$ cat config.mk
export PLATFORM = sky130hd
export DESIGN_NAME = req_queue_monitor
export DESIGN_NICKNAME = d
export VERILOG_FILES = /design/src/rtl/rq_pkg.sv /design/src/rtl/rq_store.sv /design/src/rtl/rq_peak.sv /design/src/rtl/rq_status.sv /design/src/rtl/req_queue_monitor.sv
export SDC_FILE = /design/constraint.sdc
export NUM_CORES = 1
export LEC_CHECK = 0
export CAP_MARGIN = 20
export CORE_ASPECT_RATIO = 0.7
export CORE_UTILIZATION = 59
export DETAILED_ROUTE_END_ITERATION = 8
export GPL_TIMING_DRIVEN = 0
export PLACE_DENSITY = 0.82
export SLEW_MARGIN = 20
export SYNTH_ARGS = -nofsm -noshare
export SYNTH_HDL_FRONTEND = slang
export SYNTH_SLANG_ARGS = --single-unit
$ cat constraint.sdc
create_clock -name clk -period 7 [get_ports clk]
set_input_delay 2.1 -clock clk [delete_from_list [all_inputs] [get_ports clk]]
set_output_delay 2.1 -clock clk [all_outputs]
set_load 0.01 [all_outputs]
$ cat src/rtl/rq_pkg.sv
package rq_pkg;
  localparam int unsigned STAT_W   = 32;
  localparam int unsigned FIELD_W  = 5;
  localparam int unsigned PTRF_W   = 4;
  localparam int unsigned FLAG_POS = 24;
  localparam int unsigned PEAK_LSB = 16;
  localparam int unsigned CNT_LSB  = 8;
  localparam int unsigned HEAD_LSB = 0;

  typedef struct packed {
    logic               flag;
    logic [FIELD_W-1:0] peak;
    logic [FIELD_W-1:0] count;
    logic [PTRF_W-1:0]  head;
  } rq_stat_t;
endpackage

$ cat src/rtl/rq_store.sv
module rq_store #(
  parameter int unsigned DATA_W = 32,
  parameter int unsigned DEPTH  = 16,
  parameter int unsigned PTR_W  = $clog2(DEPTH),
  parameter int unsigned CNT_W  = $clog2(DEPTH + 1)
) (
  input  logic              clk,
  input  logic              rst_n,
  input  logic              push_valid,
  input  logic [DATA_W-1:0] push_data,
  output logic              push_ready,
  output logic              pop_valid,
  output logic [DATA_W-1:0] pop_data,
  input  logic              pop_ready,
  output logic [CNT_W-1:0]  count_q,
  output logic [CNT_W-1:0]  count_nxt,
  output logic [PTR_W-1:0]  head_q
);
  localparam logic [CNT_W-1:0] FULL_CNT = CNT_W'(DEPTH);

  logic [DATA_W-1:0] slot_q [DEPTH];
  logic              push_fire, pop_fire;
  logic              head_en, count_en;
  logic [PTR_W-1:0]  head_nxt, tail_w;

  assign push_ready = (count_q != FULL_CNT);
  assign pop_valid  = (count_q != '0);
  assign push_fire  = push_valid & push_ready;
  assign pop_fire   = pop_ready & pop_valid;
  assign tail_w     = PTR_W'(head_q + count_q[PTR_W-1:0]);
  assign pop_data   = slot_q[head_q];

  always_comb begin
    head_en   = pop_fire;
    head_nxt  = PTR_W'(head_q + 1'b1);
    count_en  = push_fire ^ pop_fire;
    count_nxt = count_q;
    if (push_fire && !pop_fire) count_nxt = CNT_W'(count_q + 1'b1);
    else if (pop_fire && !push_fire) count_nxt = CNT_W'(count_q - 1'b1);
  end

  always_ff @(posedge clk or negedge rst_n) begin
    if (!rst_n) begin
      head_q  <= '0;
      count_q <= '0;
    end else begin
      if (head_en)  head_q  <= head_nxt;
      if (count_en) count_q <= count_nxt;
    end
  end

  for (genvar gi = 0; gi < DEPTH; gi++) begin : g_slot
    logic wr_en;
    assign wr_en = push_fire && (tail_w == PTR_W'(gi));
    always_ff @(posedge clk) begin
      if (wr_en) slot_q[gi] <= push_data;
    end
  end
endmodule

$ cat src/rtl/rq_peak.sv
module rq_peak #(
  parameter int unsigned CNT_W = 5,
  parameter int unsigned THR_W = 5
) (
  input  logic             clk,
  input  logic             rst_n,
  input  logic [CNT_W-1:0] count_nxt,
  input  logic [THR_W-1:0] thresh,
  input  logic             clr_pulse,
  output logic [CNT_W-1:0] peak_q,
  output logic             flag_q
);
  localparam int unsigned CMP_W = (CNT_W > THR_W) ? CNT_W : THR_W;

  logic [CNT_W-1:0] peak_nxt;
  logic             flag_nxt, above, peak_en, flag_en;

  always_comb begin
    above    = CMP_W'(count_nxt) > CMP_W'(thresh);
    peak_en  = clr_pulse || (count_nxt > peak_q);
    peak_nxt = count_nxt;
    flag_en  = clr_pulse || above;
    flag_nxt = above;
  end

  always_ff @(posedge clk or negedge rst_n) begin
    if (!rst_n) begin
      peak_q <= '0;
      flag_q <= 1'b0;
    end else begin
      if (peak_en) peak_q <= peak_nxt;
      if (flag_en) flag_q <= flag_nxt;
    end
  end
endmodule

$ cat src/rtl/rq_status.sv
module rq_status
  import rq_pkg::*;
#(
  parameter int unsigned CNT_W = 5,
  parameter int unsigned PTR_W = 4
) (
  input  logic             flag,
  input  logic [CNT_W-1:0] peak,
  input  logic [CNT_W-1:0] count,
  input  logic [PTR_W-1:0] head,
  output logic [STAT_W-1:0] status
);
  rq_stat_t f;

  always_comb begin
    f.flag  = flag;
    f.peak  = FIELD_W'(peak);
    f.count = FIELD_W'(count);
    f.head  = PTRF_W'(head);
    status  = '0;
    status[FLAG_POS]                     = f.flag;
    status[PEAK_LSB +: FIELD_W]          = f.peak;
    status[CNT_LSB +: FIELD_W]           = f.count;
    status[HEAD_LSB +: PTRF_W]           = f.head;
  end
endmodule

$ cat src/rtl/req_queue_monitor.sv
module req_queue_monitor
  import rq_pkg::*;
#(
  parameter int unsigned DATA_W = 32,
  parameter int unsigned DEPTH  = 16
) (
  input  logic              clk,
  input  logic              rst_n,
  input  logic              push_valid,
  input  logic [DATA_W-1:0] push_data,
  output logic              push_ready,
  output logic              pop_valid,
  output logic [DATA_W-1:0] pop_data,
  input  logic              pop_ready,
  input  logic [4:0]        thresh,
  input  logic              clr_pulse,
  output logic [31:0]       status
);
  localparam int unsigned PTR_W = $clog2(DEPTH);
  localparam int unsigned CNT_W = $clog2(DEPTH + 1);

  logic [CNT_W-1:0] count_q, count_nxt, peak_q;
  logic [PTR_W-1:0] head_q;
  logic             flag_q;

  rq_store #(.DATA_W(DATA_W), .DEPTH(DEPTH), .PTR_W(PTR_W), .CNT_W(CNT_W)) u_store (
    .clk(clk), .rst_n(rst_n),
    .push_valid(push_valid), .push_data(push_data), .push_ready(push_ready),
    .pop_valid(pop_valid), .pop_data(pop_data), .pop_ready(pop_ready),
    .count_q(count_q), .count_nxt(count_nxt), .head_q(head_q)
  );

  rq_peak #(.CNT_W(CNT_W), .THR_W(5)) u_peak (
    .clk(clk), .rst_n(rst_n), .count_nxt(count_nxt), .thresh(thresh),
    .clr_pulse(clr_pulse), .peak_q(peak_q), .flag_q(flag_q)
  );

  rq_status #(.CNT_W(CNT_W), .PTR_W(PTR_W)) u_status (
    .flag(flag_q), .peak(peak_q), .count(count_q), .head(head_q), .status(status)
  );

  logic unused_cnt;
  assign unused_cnt = ^count_q;
endmodule

* After elaboration in Yosys (flattened, before gate mapping) *
Memories as Yosys holds them, arrays and structs flattened.
Index checks and enable logic that the tools add are counted.

storage, ports and cells
  register bits = 15
  bits in writable memories = 512
  input port bits = 42
  output and inout port bits = 66
  logic and storage cells = 148
  memories kept = 1

memory list
  memory          depth  bits a word  read ports  clocked after Yosys merged registers in  write ports  RTL line        text
  u_store.slot_q  16     32           1           0                                        1            rq_store.sv:21  logic [DATA_W-1:0] slot_q [DEPTH];

operators by class
  add/sub/neg operators = 4
  magnitude comparators = 2
  equal/unequal tests = 16
  muxes and demuxes = 79
  bitwise gates (word level) = 3
  reduce and logical (&&, ||, !) cells = 39

operators with widths
  kind                 count
  $mux 32              15
  $reduce_or 32->1     15
  $mux 4               15
  $mux 1               47
  $eq 4x4->1 const B   8
  $logic_and 1x1->1    18
  $eq 4x3->1 const B   4
  $gt 5x5->1           2
  $mux 5               2
  $eq 4x2->1 const B   2
  $add 5x1->5 const B  1
  $ne 5x5->1 const B   1
  $reduce_bool 5->1    1
  $sub 5x1->5 const B  1
  $add 4x1->4 const B  1
  $add 4x4->4          1
  $eq 4x1->1 const B   1
  $logic_not 4->1      1
  $and 1x1->1          2
  $logic_not 1->1      2
  $logic_or 1x1->1     2
  $xor 1x1->1          1

* Logic depth before layout (Yosys ltp) *
  depth in word-level cells = 21
  mapped depth = 17
  depth with buffers taken out = 17

* Hierarchy *
From an unflattened synthesis, not the netlist that was laid out.

unflattened totals
  cell total of the unflattened synthesis = 1088
  area, all modules = 21106.5 µm²

by module, submodules not included
  module     times used  cells each  area each (µm²)  sequential area each (µm²)
  rq_store   1           1009        20380.8          15600.0
  rq_peak    1           46          481.7            150.1
  rq_status  1           33          244.0            0.0

* Worst setup path before layout *
Ideal clock, no wire load.

  path kind = input to register
  from = in push_valid
  to = reg u_peak.peak_q[2]
  setup time = 0.125 ns
  arrival time = 4.557 ns
  data required time = 6.875 ns
  setup slack = 2.318 ns
  cell stages on the path = 11
  cells stage by stage = nand2_1 -> inv_1 -> ha_1 -> nand2b_1 -> o41ai_1 -> xor2_1 -> ha_1 -> o21ai_0 -> nor2_1 -> o41ai_2 -> mux2_2

between the ends
  longest elaborated chain between the ends = 7
  elaborated cells between the ends (all ways) = 8
  classes of those cells = 1 x order compare; 2 x mux; 1 x bitwise; 4 x reduce/logical

RTL lines
  what                    RTL line                 text
  start: declaration      req_queue_monitor.sv:9   input logic push_valid,
  $and 1x1->1 *           rq_store.sv:28           assign push_fire = push_valid & push_ready;
  $logic_not 1->1         rq_store.sv:39           else if (pop_fire && !push_fire) count_nxt = CNT_W'(count_q - 1'b1);
  $logic_and 1x1->1       rq_store.sv:39
  $mux 5                  rq_store.sv:39
  $mux 5 *                rq_store.sv:38           if (push_fire && !pop_fire) count_nxt = CNT_W'(count_q + 1'b1);
  via count_nxt[3]        req_queue_monitor.sv:22  logic [CNT_W-1:0] count_q, count_nxt, peak_q;
  $gt 5x5->1 *            rq_peak.sv:20            peak_en = clr_pulse || (count_nxt > peak_q);
  $logic_or 1x1->1 *      rq_peak.sv:20
  end signal: assignment  rq_peak.sv:31            if (peak_en) peak_q <= peak_nxt;
  end: declaration        rq_peak.sv:10            output logic [CNT_W-1:0] peak_q,

Mark *: on every way through the listed nets, which the timed path passes. The rest lies on a longest branch.
A chain may end at the register's enable or synchronous reset.

* Final worst setup path *
  from = reg u_store.head_q[1]
  to = out pop_data[30]

between the ends
  longest elaborated chain between the ends = 1

RTL lines
  what                      RTL line                 text
  start: declaration        rq_store.sv:17           output logic [PTR_W-1:0] head_q
  start signal: assignment  rq_store.sv:47           if (head_en) head_q <= head_nxt;
  $mem_v2 16x32             -
  end: declaration          req_queue_monitor.sv:13  output logic [DATA_W-1:0] pop_data,

No other way between the ends.

==> run metrics <==
CP Launch Type flop; number of flops mapped to enable cells by yosys 512; WP data arrival between 4 and 5 ns; Die H 158 µm; Final Hold Fails 0; max-cap violations 0; CTS tree done; Avg Vias per Cell 6.52; worst-skew pair later-pin latency between 0.5 and 0.6 ns; Setup CP Type reg2out; synth warn 0; most frequent cells in the layout edfxtp_1 (512), mux4_2 (160), clkdlybuf4s50_1 (90), clkbuf_16 (49), clkbuf_1 (27); # port buffers 90; register area share after synthesis 76.6%; period utilization 87.3%; Top Ports 108; initial DRC count 1263; GRT Util Overall 28.8%; commonest non-fill, non-tap cell in the layout edfxtp_1; setup TNS 0 ns; status finished, final reports clean; FF-to-FF path depth 15; Post-CTS Setup Bufs 0; final count of pins violating max slew 0; Total Power 12.0 mW; Yosys top cell area share 74.8%; CP Cell Sequence clkbuf_1 -> clkbuf_1 -> mux4_2 -> mux4_2 -> clkdlybuf4s50_1; WP data required 4.90 ns; Root Driver clkbuf_16; max incr delay on CP 0.83 ns; vias in the first global route 10454; fillcell total between 1500 and 2000; Setup crit end kind output port; Final nets 1106; Post-DP HPWL slightly below 30000 µm; layout cells sized above 1 29.0%; RSZ-0062 raised after global routing false; Worst Slack Setup Final just under 0.9 ns; Max clock buf depth 3; pin count of the biggest net entering global routing 19; Yosys top cell by area edfxtp_1; Leak approximately 7.9 nW; post-cts hold buffer count 0; critical path's slowest cell clkbuf_1; number of synthesized register bits 527; post-CTS sizing 0; hold slack 0.539 ns; Die W about 230 µm; Synth async-reset ratio 2.85%; H-tree levels 2; Util after Layout 72.2%; fmax 164 MHz; Vias between 10000 and 15000; final cell count without fillers 1548; Area Overhead vs Synth 19.1%; post-layout min period 6.11 ns; DR pass1 iterations 5; total gr overflow 0; worst hold path type reg2reg; post-synth cell types 35; die area 35600 µm²; worst slack, placed roughly 1.3 ns; Crit Path Max Fanout 10; Worst-path clk slew 0.07 ns; final instance area 24500 µm²; total CTS buffers 46; clock sinks 527; initial antenna violation count 1; Top FF cell, synth edfxtp_1; Clock Skews 0.0108 ns; final antenna-violating net count 0; syn_area_per_cell roughly 24 µm²; Post-Synthesis Cells 865; Initial Utilization about three fifths; Area contributors post-synth edfxtp_1 (75%), mux4_2 (18%), dfrtp_1 (1.8%), ha_1 (1.1%), buf_4 (0.66%); first-pass GRT wire length 70900 µm; Worst Hold Path Cells 1; Pwr per Cell Area 491 nW/µm²; routability cong. 0.825; Inst Count DP ~1500; Core Box Area about 34000 µm²; synthesized area 20600 µm²; Max VDD drop 0.327 mV; Slew @ Worst Pin 1.04 ns; final WL 49000 µm; Placed Instance Area 22900 µm²; relative slew slack 30.7%; WL/cell 31.7 µm; # rows 56; final-report setup violation count 0; DRC Markers 0
## final timing paths
path                                     from                end  slack, ns
setup / recovery            u_store.head_q[1]       pop_data[30]       0.89
hold / removal               u_peak.peak_q[3]   u_peak.peak_q[3]       0.54
setup reg to reg           u_store.count_q[1]   u_peak.peak_q[2]       2.10
hold reg to reg              u_peak.peak_q[3]   u_peak.peak_q[3]       0.54
max in group asynchronous               rst_n      u_peak.flag_q       4.52
min in group asynchronous               rst_n  u_store.head_q[2]       1.99
## cells in the mapped netlist, types with 2 or more instances
library cell	count
a21oi_1	5
buf_1	6
buf_2	4
buf_4	18
buf_6	11
clkbuf_1	16
dfrtp_1	15
edfxtp_1	512
ha_1	18
inv_1	13
mux2_2	5
mux4_2	160
nand2_1	13
nand2b_1	3
nand3_1	2
nand4_1	4
nor2_1	24
nor2b_1	2
o21ai_0	5
or3b_2	2
xnor2_1	10
xor2_1	4
## final cells by class
class / count / area [µm²] / area share (%)
Antenna cell: 1 / 2.50 / 0.0102
Buffer: 55 / 363 / 1.48
Clock buffer: 61 / 1280 / 5.23
Clock inverter: 25 / 293 / 1.20
Inverter: 13 / 48.8 / 0.199
Multi-Input combinational cell: 286 / 4580 / 18.7
Sequential cell: 527 / 15800 / 64.3
Tap cell: 464 / 581 / 2.37
Timing Repair Buffer: 116 / 1580 / 6.46
## flip-flops by register name, indices dropped and copies added, names as in the netlist
| signal | cells |
|---|---|
| u_store.slot_q | 512 |
| u_store.count_q | 5 |
| u_peak.peak_q | 5 |
| u_peak.flag_q | 1 |
| u_store.head_q | 4 |
## cells by family (layout without fill, tap and decap cells)
family | Yosys count | in the layout | share of synthesized area (%)
buf+inv | 68 | 270 | 2.00
mux | 165 | 165 | 17.8
flops | 527 | 527 | 76.6
other cells | 1 | 18 | 0.0182
simple gates | 55 | 55 | 1.27
fa+ha+maj | 19 | 19 | 1.19
xor+xnor | 14 | 14 | 0.596
compound gates | 16 | 16 | 0.523
## layer usage
layer	track usage, %	part of all wire [%]	up-vias
met5	0	0	-
met4	8.78	2.9	0
met3	4.83	8.7	120
met2	48.7	51	623
met1	39.3	38	5346
li1	-	-	4001
## report_power, final
group | switching [mW] | internal, mW
logic | 2.50 | 2.21
clock network | 1.11 | 1.55
registers | 0.266 | 4.39
total | 3.88 | 8.15
## worst max-delay path, delay by kind of cell, from the launching register on
kind / cells / cell delay [ns]
buffers and inverters: 3 / 1.85
flip-flops: 1 / 0.65
multiplexers: 2 / 0.95
No activity file was read; power rests on OpenSTA's default activity.
